[src/rtl/seq_start_pkg.sv]
`timescale 1ns/1ps
package seq_start_pkg;
  typedef enum logic {
    START_PERIODIC = 1'b0,
    START_REPEAT   = 1'b1
  } start_mode_e;
endpackage

[src/rtl/seq_period_calc.sv]
`timescale 1ns/1ps
// Turns the three divider fields into a counter reload value (period - 1),
// with a product of 0 or 1 clamped to a period of one cycle.
module seq_period_calc #(
  parameter int D2W = 4,
  parameter int D3W = 8,
  localparam int PW = D2W + 2 * D3W
) (
  input  logic [D2W-1:0] div2,
  input  logic [D3W-1:0] div3a,
  input  logic [D3W-1:0] div3b,
  output logic [PW-1:0]  reload
);
  logic [PW-1:0] prod;

  always_comb begin
    prod = PW'(div2) * PW'(div3a) * PW'(div3b);
    if (prod <= PW'(1)) reload = '0;
    else                reload = prod - PW'(1);
  end
endmodule

[src/rtl/seq_period_timer.sv]
`timescale 1ns/1ps
// Down-counter that flags a due start. A start that falls due while it
// cannot be taken is remembered until the next start.
module seq_period_timer #(
  parameter int PW = 20
) (
  input  logic          clk,
  input  logic          rst,
  input  logic          take,
  input  logic [PW-1:0] load_new,
  input  logic [PW-1:0] load_cur,
  output logic          due
);
  logic [PW-1:0] cnt;
  logic          pend;

  assign due = (cnt == '0) || pend;

  always_ff @(posedge clk) begin
    if (rst) begin
      cnt  <= '0;
      pend <= 1'b0;
    end else if (take) begin
      cnt  <= load_new;
      pend <= 1'b0;
    end else if (cnt == '0) begin
      cnt  <= load_cur;
      pend <= 1'b1;
    end else begin
      cnt  <= cnt - PW'(1);
    end
  end

  // A held start survives until a start takes it
  p_pend_hold_r6: assert property (@(posedge clk) disable iff (rst)
    (pend && !take) |=> due);
endmodule

[src/rtl/seq_sticky_flag.sv]
`timescale 1ns/1ps
module seq_sticky_flag (
  input  logic clk,
  input  logic rst,
  input  logic set,
  input  logic clr,
  output logic flag
);
  always_ff @(posedge clk) begin
    if (rst) flag <= 1'b0;
    else     flag <= (flag & ~clr) | set;
  end

  p_set_wins_r9: assert property (@(posedge clk) disable iff (rst)
    set |=> flag);
  p_clear_only_r9: assert property (@(posedge clk) disable iff (rst)
    (clr && !set) |=> !flag);
endmodule

[src/rtl/seq_start_ctrl.sv]
`timescale 1ns/1ps
module seq_start_ctrl
  import seq_start_pkg::*;
#(
  parameter int D2W = 4,
  parameter int D3W = 8,
  parameter logic [D2W-1:0] DIV2_RST  = 4'd2,
  parameter logic [D3W-1:0] DIV3A_RST = 8'd9,
  parameter logic [D3W-1:0] DIV3B_RST = 8'd18
) (
  input  logic           clk,
  input  logic           rst,
  input  logic           cfg_wr,
  input  logic [D2W-1:0] cfg_div2,
  input  logic [D3W-1:0] cfg_div3a,
  input  logic [D3W-1:0] cfg_div3b,
  input  logic           repeat_mode,
  input  logic           seq_stop,
  input  logic           clr_start,
  input  logic           clr_stop,
  output logic           seq_start,
  output logic           start_flag,
  output logic           stop_flag
);
  localparam int PW = D2W + 2 * D3W;

  start_mode_e    mode;
  logic [D2W-1:0] sh_div2,  act_div2;
  logic [D3W-1:0] sh_div3a, act_div3a;
  logic [D3W-1:0] sh_div3b, act_div3b;
  logic [PW-1:0]  reload_new, reload_cur;
  logic           busy_q;
  logic           due;
  logic           idle_next;
  logic           start_d;
  logic           stop_hit;

  assign mode = start_mode_e'(repeat_mode);

  // Shadow settings: written at any time
  always_ff @(posedge clk) begin
    if (rst) begin
      sh_div2  <= DIV2_RST;
      sh_div3a <= DIV3A_RST;
      sh_div3b <= DIV3B_RST;
    end else if (cfg_wr) begin
      sh_div2  <= cfg_div2;
      sh_div3a <= cfg_div3a;
      sh_div3b <= cfg_div3b;
    end
  end

  // Active settings: copied from the shadow at every sequence start
  always_ff @(posedge clk) begin
    if (rst) begin
      act_div2  <= DIV2_RST;
      act_div3a <= DIV3A_RST;
      act_div3b <= DIV3B_RST;
    end else if (start_d) begin
      act_div2  <= sh_div2;
      act_div3a <= sh_div3a;
      act_div3b <= sh_div3b;
    end
  end

  seq_period_calc #(.D2W(D2W), .D3W(D3W)) u_calc_new (
    .div2(sh_div2), .div3a(sh_div3a), .div3b(sh_div3b), .reload(reload_new)
  );

  seq_period_calc #(.D2W(D2W), .D3W(D3W)) u_calc_cur (
    .div2(act_div2), .div3a(act_div3a), .div3b(act_div3b), .reload(reload_cur)
  );

  seq_period_timer #(.PW(PW)) u_timer (
    .clk(clk), .rst(rst), .take(start_d),
    .load_new(reload_new), .load_cur(reload_cur), .due(due)
  );

  // Next cycle is free of a running sequence
  assign idle_next = !busy_q || seq_stop;
  assign stop_hit  = busy_q && seq_stop;
  assign start_d   = idle_next && ((mode == START_REPEAT) || due);

  always_ff @(posedge clk) begin
    if (rst) begin
      seq_start <= 1'b0;
      busy_q    <= 1'b0;
    end else begin
      seq_start <= start_d;
      if (start_d)       busy_q <= 1'b1;
      else if (seq_stop) busy_q <= 1'b0;
    end
  end

  seq_sticky_flag u_start_flag (
    .clk(clk), .rst(rst), .set(start_d), .clr(clr_start), .flag(start_flag)
  );

  seq_sticky_flag u_stop_flag (
    .clk(clk), .rst(rst), .set(stop_hit), .clr(clr_stop), .flag(stop_flag)
  );

  // Starts only when no sequence was left running
  p_one_seq_r6: assert property (@(posedge clk) disable iff (rst)
    seq_start |-> ($past(!busy_q) || $past(seq_stop)));

  // Repeat mode restarts right after the stop cycle
  p_repeat_restart_r7: assert property (@(posedge clk) disable iff (rst)
    (repeat_mode && busy_q && seq_stop) |=> seq_start);

  p_start_flag_r8: assert property (@(posedge clk) disable iff (rst)
    seq_start |-> start_flag);

  p_stop_flag_r8: assert property (@(posedge clk) disable iff (rst)
    (busy_q && seq_stop) |=> stop_flag);
endmodule

[config.mk]
export PLATFORM = sky130hd
export DESIGN_NAME = seq_start_ctrl
export DESIGN_NICKNAME = d
export VERILOG_FILES = /design/src/rtl/seq_start_pkg.sv /design/src/rtl/seq_period_calc.sv /design/src/rtl/seq_period_timer.sv /design/src/rtl/seq_sticky_flag.sv /design/src/rtl/seq_start_ctrl.sv
export SDC_FILE = /design/constraint.sdc
export NUM_CORES = 1
export LEC_CHECK = 0
export ABC_AREA = 1
export BUFFER_PORTS_ARGS = -buffer_cell sky130_fd_sc_hd__buf_2
export CORE_MARGIN = 2
export CORE_UTILIZATION = 60
export CTS_CLUSTER_DIAMETER = 40
export DETAILED_ROUTE_END_ITERATION = 8
export PLACE_DENSITY = 0.85
export RECOVER_POWER = 100
export SETUP_SLACK_MARGIN = 0.3
export SLEW_MARGIN = 5
export SYNTH_ARGS = -nofsm -noshare
export SYNTH_HDL_FRONTEND = slang
export SYNTH_SLANG_ARGS = --single-unit
[constraint.sdc]
create_clock -name clk -period 9.8 [get_ports clk]
set_input_delay 0.49 -clock clk [delete_from_list [all_inputs] [get_ports clk]]
set_output_delay 0.49 -clock clk [all_outputs]
set_load 0.03 [all_outputs]
==> results.py, run 1 <==
metrics = {
    "routing": {
        "drc": 0,
        "vias_per_cell": 5.35,
        "initialDrtViolationCount": 669,
        "via_count": 11100,
        "routedWlPerCell_um": 13.8,
        "drt_pass1_iterations": 8,
        "ant_nets": 0,
        "routed_wl_um": 28700,
    },
    "sta": {
        "hold_viol": 0,
        "fin_crit_ps": 8350,
        "fmax_ghz": 0.120,
        "final_max_slew_viol_count": 33,
        "relSlewSlack_pct": -2.81,
        "fin_tns_setup_ps": 0,
        "final-setup-viol-count": 0,
        "final.period_utilization_pct": 85.2,
        "fin_skew_ps": 7.50,
        "tightest_slew_ps": 1540,
        "fin_ws_ps": 1450,
        "grt_setup_unrepaired": "no",
    },
    "clock_network": {
        "cts_resized": 0,
        "path_clk_slew_ps": 60,
        "cts_htree_levels": 3,
        "cts_inserted_buffers": 9,
        "cts-root-buf": "clkbuf_16",
        "postCtsSetupBuffers": 0,
        "hold_buffers": 0,
        "cts_sinks": 65,
        "cts_max_path_buffers": 2,
        "clk_latency_ps": 340,
        "cts_tree": "yes",
    },
    "synthesis": {
        "synth_seq_cells": 65,
        "ys.warnings.count": 0,
        "avgSynthCellArea_um2": 6.72,
        "synth_nets": 2087,
        "ys_seq_area_share_pct": 10.8,
        "netlist_area_mm2": 0.0121,
        "synth_cell_types": 48,
        "synthCells": 1799,
    },
    "finish": {
        "num-fill-cells": 1721,
        "final_nets": 2098,
        "drive_gt1_share_pct": 4.85,
        "layout_commonest_cell": "nand2_1",
        "fin_util_pct": 64.8,
        "final_cells": 2080,
        "layout_common_cells": "492 x nand2_1, 386 x inv_1, 222 x nor2_1, 144 x fa_1, 117 x ha_1",
        "n_antenna_cell": 0,
        "area_delta_synth_final_pct": 5.30,
    },
    "floorplan": {
        "die_h_um": 146,
        "core_area_mm2": 0.0197,
        "die_x_um": 146,
        "start_util_pct": 61.5,
        "die_area_mm2": 0.0213,
        "io_pins": 30,
        "rows": 51,
    },
    "pwr": {
        "p_int_mw": 1.20,
        "switching_share_pct": 54.8,
        "clock_power_share_pct": 13.4,
        "p_seq_share_pct": 13.3,
        "p_per_area_mw_per_mm2": 208,
        "power_switching_mw": 1.45,
        "p_leak_nw": 7.57,
        "power_mw": 2.65,
        "combPwrFrac_pct": 73.4,
        "ir_drop_mv": 0.146,
    },
    "setup_path": {
        "critical_path_required_ps": 10020,
        "cp_slowest_stage_delay_ps": 550,
        "crit_family": "adder cells",
        "crit_top_cell": "nand2_1",
        "end_kind": "flop",
        "path_max_fanout": 15,
        "cp-start-kind": "flop",
        "arrival_ps": 8570,
        "path_buf_inv": 4,
        "cp_slowest_cell": "fa_1",
        "worstSetupPathType": "flop to flop",
    },
    "global_routing": {
        "grt_max_degree": 33,
        "grt_pass1_wl_um": 50400,
        "antenna_found_initial": 0,
        "grt_util_all_layers_pct": 28.3,
        "grt_pass1_vias": 11300,
        "grt-ovfl-total": 0,
    },
    "min_path": {
        "hold_class": "input pin to flop",
    },
    "placement": {
        "post-place-ws_ps": 1780,
        "port_buffers": 29,
        "placedCellCount": 2064,
        "globalplace.congestion": 0.955,
        "dp_hpwl_um": 23700,
    },
    "run_status": {
        "outcome": "complete, but fails checks",
        "violations": "max-capacitance violations, max-slew violations",
    },
    "job": {
        "cap_violations": 1,
    },
}
## per-stage QoR
stage	hold slack (ps)	instance area [µm²]
global route	384	12700
detailed placement	449	12400
finish	366	12700
floorplan	430	12100
global placement	441	12400
CTS	367	12800
## kinds of logic after synthesis
| kind of cell | count (synthesis) | synth area share, % |
|---|---|---|
| and+or+nand+nor | 858 | 29.4 |
| buffers and inverters | 426 | 13.5 |
| adders and majority gates | 261 | 35.9 |
| AOI/OAI and AO/OA | 137 | 6.41 |
| DFF | 65 | 10.8 |
| xor gates and xnor gates | 52 | 3.95 |
## power groups by stage
stage                     sequential, mW  clock, mW  combinational (mW)
after CTS                          0.349      0.353                1.93
after detailed placement           0.354          0                1.92
after global routing               0.356      0.364                2.20
final                              0.351      0.353                1.94
after floorplan                    0.340          0                1.53
after global placement             0.353          0                1.86
## synthesized netlist by cell type, drive strengths merged
master	n	area share, %
o31ai	1	0.062
o221ai	1	0.072
o211ai	1	0.062
a31oi	1	0.052
a21boi	2	0.12
a22o	5	0.36
nand4	9	0.47
inv	390	12
fa	144	24
o22ai	6	0.31
nor3	12	0.59
a21oi	54	2.3
dfxtp	65	11
a22oi	4	0.25
a21o	1	0.062
o22a	2	0.14
xor2	34	2.6
nand3	73	3.2
o21ai	53	2.2
clkbuf	21	0.65
o21bai	4	0.25
and2	2	0.10
nand2	505	16
nor4	2	0.16
clkinv	6	0.19
ha	117	12
buf	9	0.57
nor2	230	7.4
nand3b	11	0.68
o2111ai	2	0.14
or2	14	0.72
xnor2	18	1.3
## layer usage
layer / global-route usage (%) / part of all wire (%) / up-vias
met5: 0 / 0 / -
met4: 9.32 / 2.2 / 0
met3: 2.60 / 5.7 / 48
met2: 50.7 / 50 / 379
met1: 36.0 / 42 / 5254
li1: - / - / 5437
## worst reg2reg max path: cells and delay by family (launching register included)
family | cells | cell delay (ps)
adder cells (fa/ha/maj) | 8 | 3890
flip-flops | 1 | 510
AO/OA/AOI/OAI | 5 | 730
AND/OR/NAND/NOR | 16 | 2340
buffers and inverters | 4 | 200
XOR/XNOR | 1 | 550
## path summary, 6_finish.rpt
path                     start              to  slack [ps]  cells past startpoint
setup reg to reg   act_div2[1]  u_timer.cnt[3]        1450                     34
hold reg to reg   u_timer.pend    u_timer.pend         460                      2
hold / removal    cfg_div3a[0]     sh_div3a[0]         370                      3
setup / recovery   act_div2[1]  u_timer.cnt[3]        1450                     34
## registers in the layout (all words and copies together) (netlist names)
register           count
u_timer.cnt           20
act_div3a              8
act_div3b              8
sh_div3a               8
sh_div3b               8
act_div2               4
sh_div2                4
busy_q                 1
seq_start              1
u_start_flag.flag      1
u_stop_flag.flag       1
u_timer.pend           1
## final cells by class
type / instances / area [µm²] / area share [%]
Inverter: 396 / 1490 / 11.7
Timing Repair Buffer: 30 / 144 / 1.13
Tap cell: 265 / 332 / 2.60
Multi-Input combinational cell: 1308 / 9150 / 71.8
Clock buffer: 9 / 225 / 1.77
Sequential cell: 65 / 1300 / 10.2
Clock inverter: 7 / 101 / 0.796
Power figures use the tool's default switching activity.
==> run 2: changes to the inputs <==
- REMOVE_ABC_BUFFERS: unset -> 1
==> run 2 against run 1 <==
- die area unchanged
- cell area up 0.17%
- the run now ends clean
- utilization rose by 0.11 points
- power is 0.38% lower
- sequential share of layout area barely moved
- combinational power about the same
- clock skew barely moved
- first-iteration DRC count rose by 44%
- wire length shrank 0.50%
- non-clock buffer count is the same
- register-to-register slack better by 160 ps
==> results.py, run 2 (same netlist as run 1, synthesis figures left out) <==
metrics = {
    "run_status": {
        "outcome": "completed",
    },
    "finish": {
        "layout_common_cells": "492 x nand2_1, 386 x inv_1, 221 x nor2_1, 144 x fa_1, 117 x ha_1",
        "regMostFlops": "u_timer.cnt",
        "num-fill-cells": 1695,
        "n_antenna_cell": 0,
        "final_nets": 2098,
        "drive_gt1_share_pct": 4.91,
        "largest_reg_flops": 20,
        "area_delta_synth_final_pct": 5.47,
        "layout_commonest_cell": "nand2_1",
        "fin_util_pct": 64.9,
        "design_area_mm2": 0.0128,
    },
    "clock_network": {
        "cts_htree_levels": 3,
        "postCtsSetupBuffers": 0,
        "cts-root-buf": "clkbuf_16",
        "cts_resized": 0,
        "clk_latency_ps": 340,
        "path_clk_slew_ps": 60,
        "cts_inserted_buffers": 9,
        "hold_buffers": 0,
        "cts_max_path_buffers": 2,
        "cts_tree": "yes",
        "cts_sinks": 65,
    },
    "sta": {
        "final.period_utilization_pct": 83.5,
        "fin_tns_setup_ps": 0,
        "fin_crit_ps": 8190,
        "hold_viol": 0,
        "fin_skew_ps": 7.16,
        "relSlewSlack_pct": 37.2,
        "tightest_slew_ps": 938,
        "final-setup-viol-count": 0,
        "fmax_ghz": 0.122,
        "fin_ws_ps": 1610,
        "grt_setup_unrepaired": "no",
        "final_max_slew_viol_count": 0,
    },
    "setup_path": {
        "end_kind": "flop",
        "arrival_ps": 8410,
        "reg2reg_to": "u_timer.cnt[12]",
        "timing.rr.start": "act_div2[1]",
        "r2r_slack_ps": 1610,
        "cp_slowest_cell": "fa_1",
        "path_buf_inv": 4,
        "crit_top_cell": "nand2_1",
        "path_max_fanout": 15,
        "cp_slowest_stage_delay_ps": 570,
        "path_depth": 34,
        "critical_path_required_ps": 10020,
        "cp-start-kind": "flop",
        "endpoint": "u_timer.cnt[12]",
        "worstSetupPathType": "flop to flop",
        "crit_family": "adder cells",
        "critPathLaunch": "act_div2[1]",
        "r2r_cells": 34,
    },
    "routing": {
        "routedWlPerCell_um": 13.7,
        "ant_nets": 0,
        "initialDrtViolationCount": 962,
        "vias_per_cell": 5.37,
        "routed_wl_um": 28500,
        "drt_pass1_iterations": 7,
        "drc": 0,
        "via_count": 11200,
    },
    "global_routing": {
        "grt_max_degree": 32,
        "grt_pass1_vias": 11300,
        "grt_util_all_layers_pct": 27.8,
        "grt-ovfl-total": 0,
        "grt_pass1_wl_um": 49700,
        "antenna_found_initial": 0,
    },
    "floorplan": {
        "die_area_mm2": 0.0213,
        "io_pins": 30,
        "start_util_pct": 61.5,
        "rows": 51,
        "die_h_um": 146,
        "core_area_mm2": 0.0197,
        "die_x_um": 146,
    },
    "pwr": {
        "p_leak_nw": 7.58,
        "ir_drop_mv": 0.153,
        "power_mw": 2.64,
        "p_per_area_mw_per_mm2": 207,
    },
    "placement": {
        "post-place-ws_ps": 1800,
        "globalplace.congestion": 0.921,
        "port_buffers": 29,
        "dp_hpwl_um": 23600,
        "dpl_cell_area_mm2": 0.0124,
    },
    "min_path": {
        "hold_class": "input pin to flop",
    },
    "job": {
        "cap_violations": 0,
    },
}
run 2: final cells by class:
type / count / area, µm² / share of cell area [%]
Clock inverter: 6 / 116 / 0.912
Tap cell: 265 / 332 / 2.60
Timing Repair Buffer: 30 / 148 / 1.16
Sequential cell: 65 / 1300 / 10.2
Clock buffer: 9 / 225 / 1.77
Inverter: 396 / 1490 / 11.7
Multi-Input combinational cell: 1308 / 9150 / 71.7
run 2: layer usage:
metal	up-vias	wire, µm	GRT usage, %
li1	5423	-	-
met1	5266	11700	34.4
met2	403	14200	50.5
met4	0	851	10.2
met5	-	0	0
met3	82	1810	2.51
run 2: metrics by stage:
step,hold slack [ps],std cells
after floorplan,430,1769
final,359,2079
after CTS,354,2079
after detailed placement,452,2064
after global routing,390,2079
after global placement,444,2064
run 2: worst reg2reg max path, delay by kind of cell (launching register included):
family,cells,cell delay [ps]
AND/OR/NAND/NOR,16,2280
buffers and inverters,4,220
adder cells (fa/ha/maj),8,3860
XOR/XNOR,1,540
AO/OA/AOI/OAI,5,710
flip-flops,1,490
run 2: worst min path at each step:
stage | slack, ps | to | startpoint | cells after the start
global route | 390 | u_start_flag.flag | clr_start | 2
floorplan | 430 | u_stop_flag.flag | busy_q | 2
CTS | 350 | u_start_flag.flag | clr_start | 2
detailed placement | 450 | u_timer.pend | u_timer.pend | 2
global placement | 440 | u_timer.pend | u_timer.pend | 2
finish | 360 | u_start_flag.flag | clr_start | 2
run 2: power breakdown:
| part | switching [mW] | internal [mW] | total [mW] |
|---|---|---|---|
| registers | 0.0447 | 0.305 | 0.350 |
| clock network | 0.123 | 0.249 | 0.372 |
| logic | 1.25 | 0.663 | 1.91 |
| total | 1.42 | 1.22 | 2.64 |
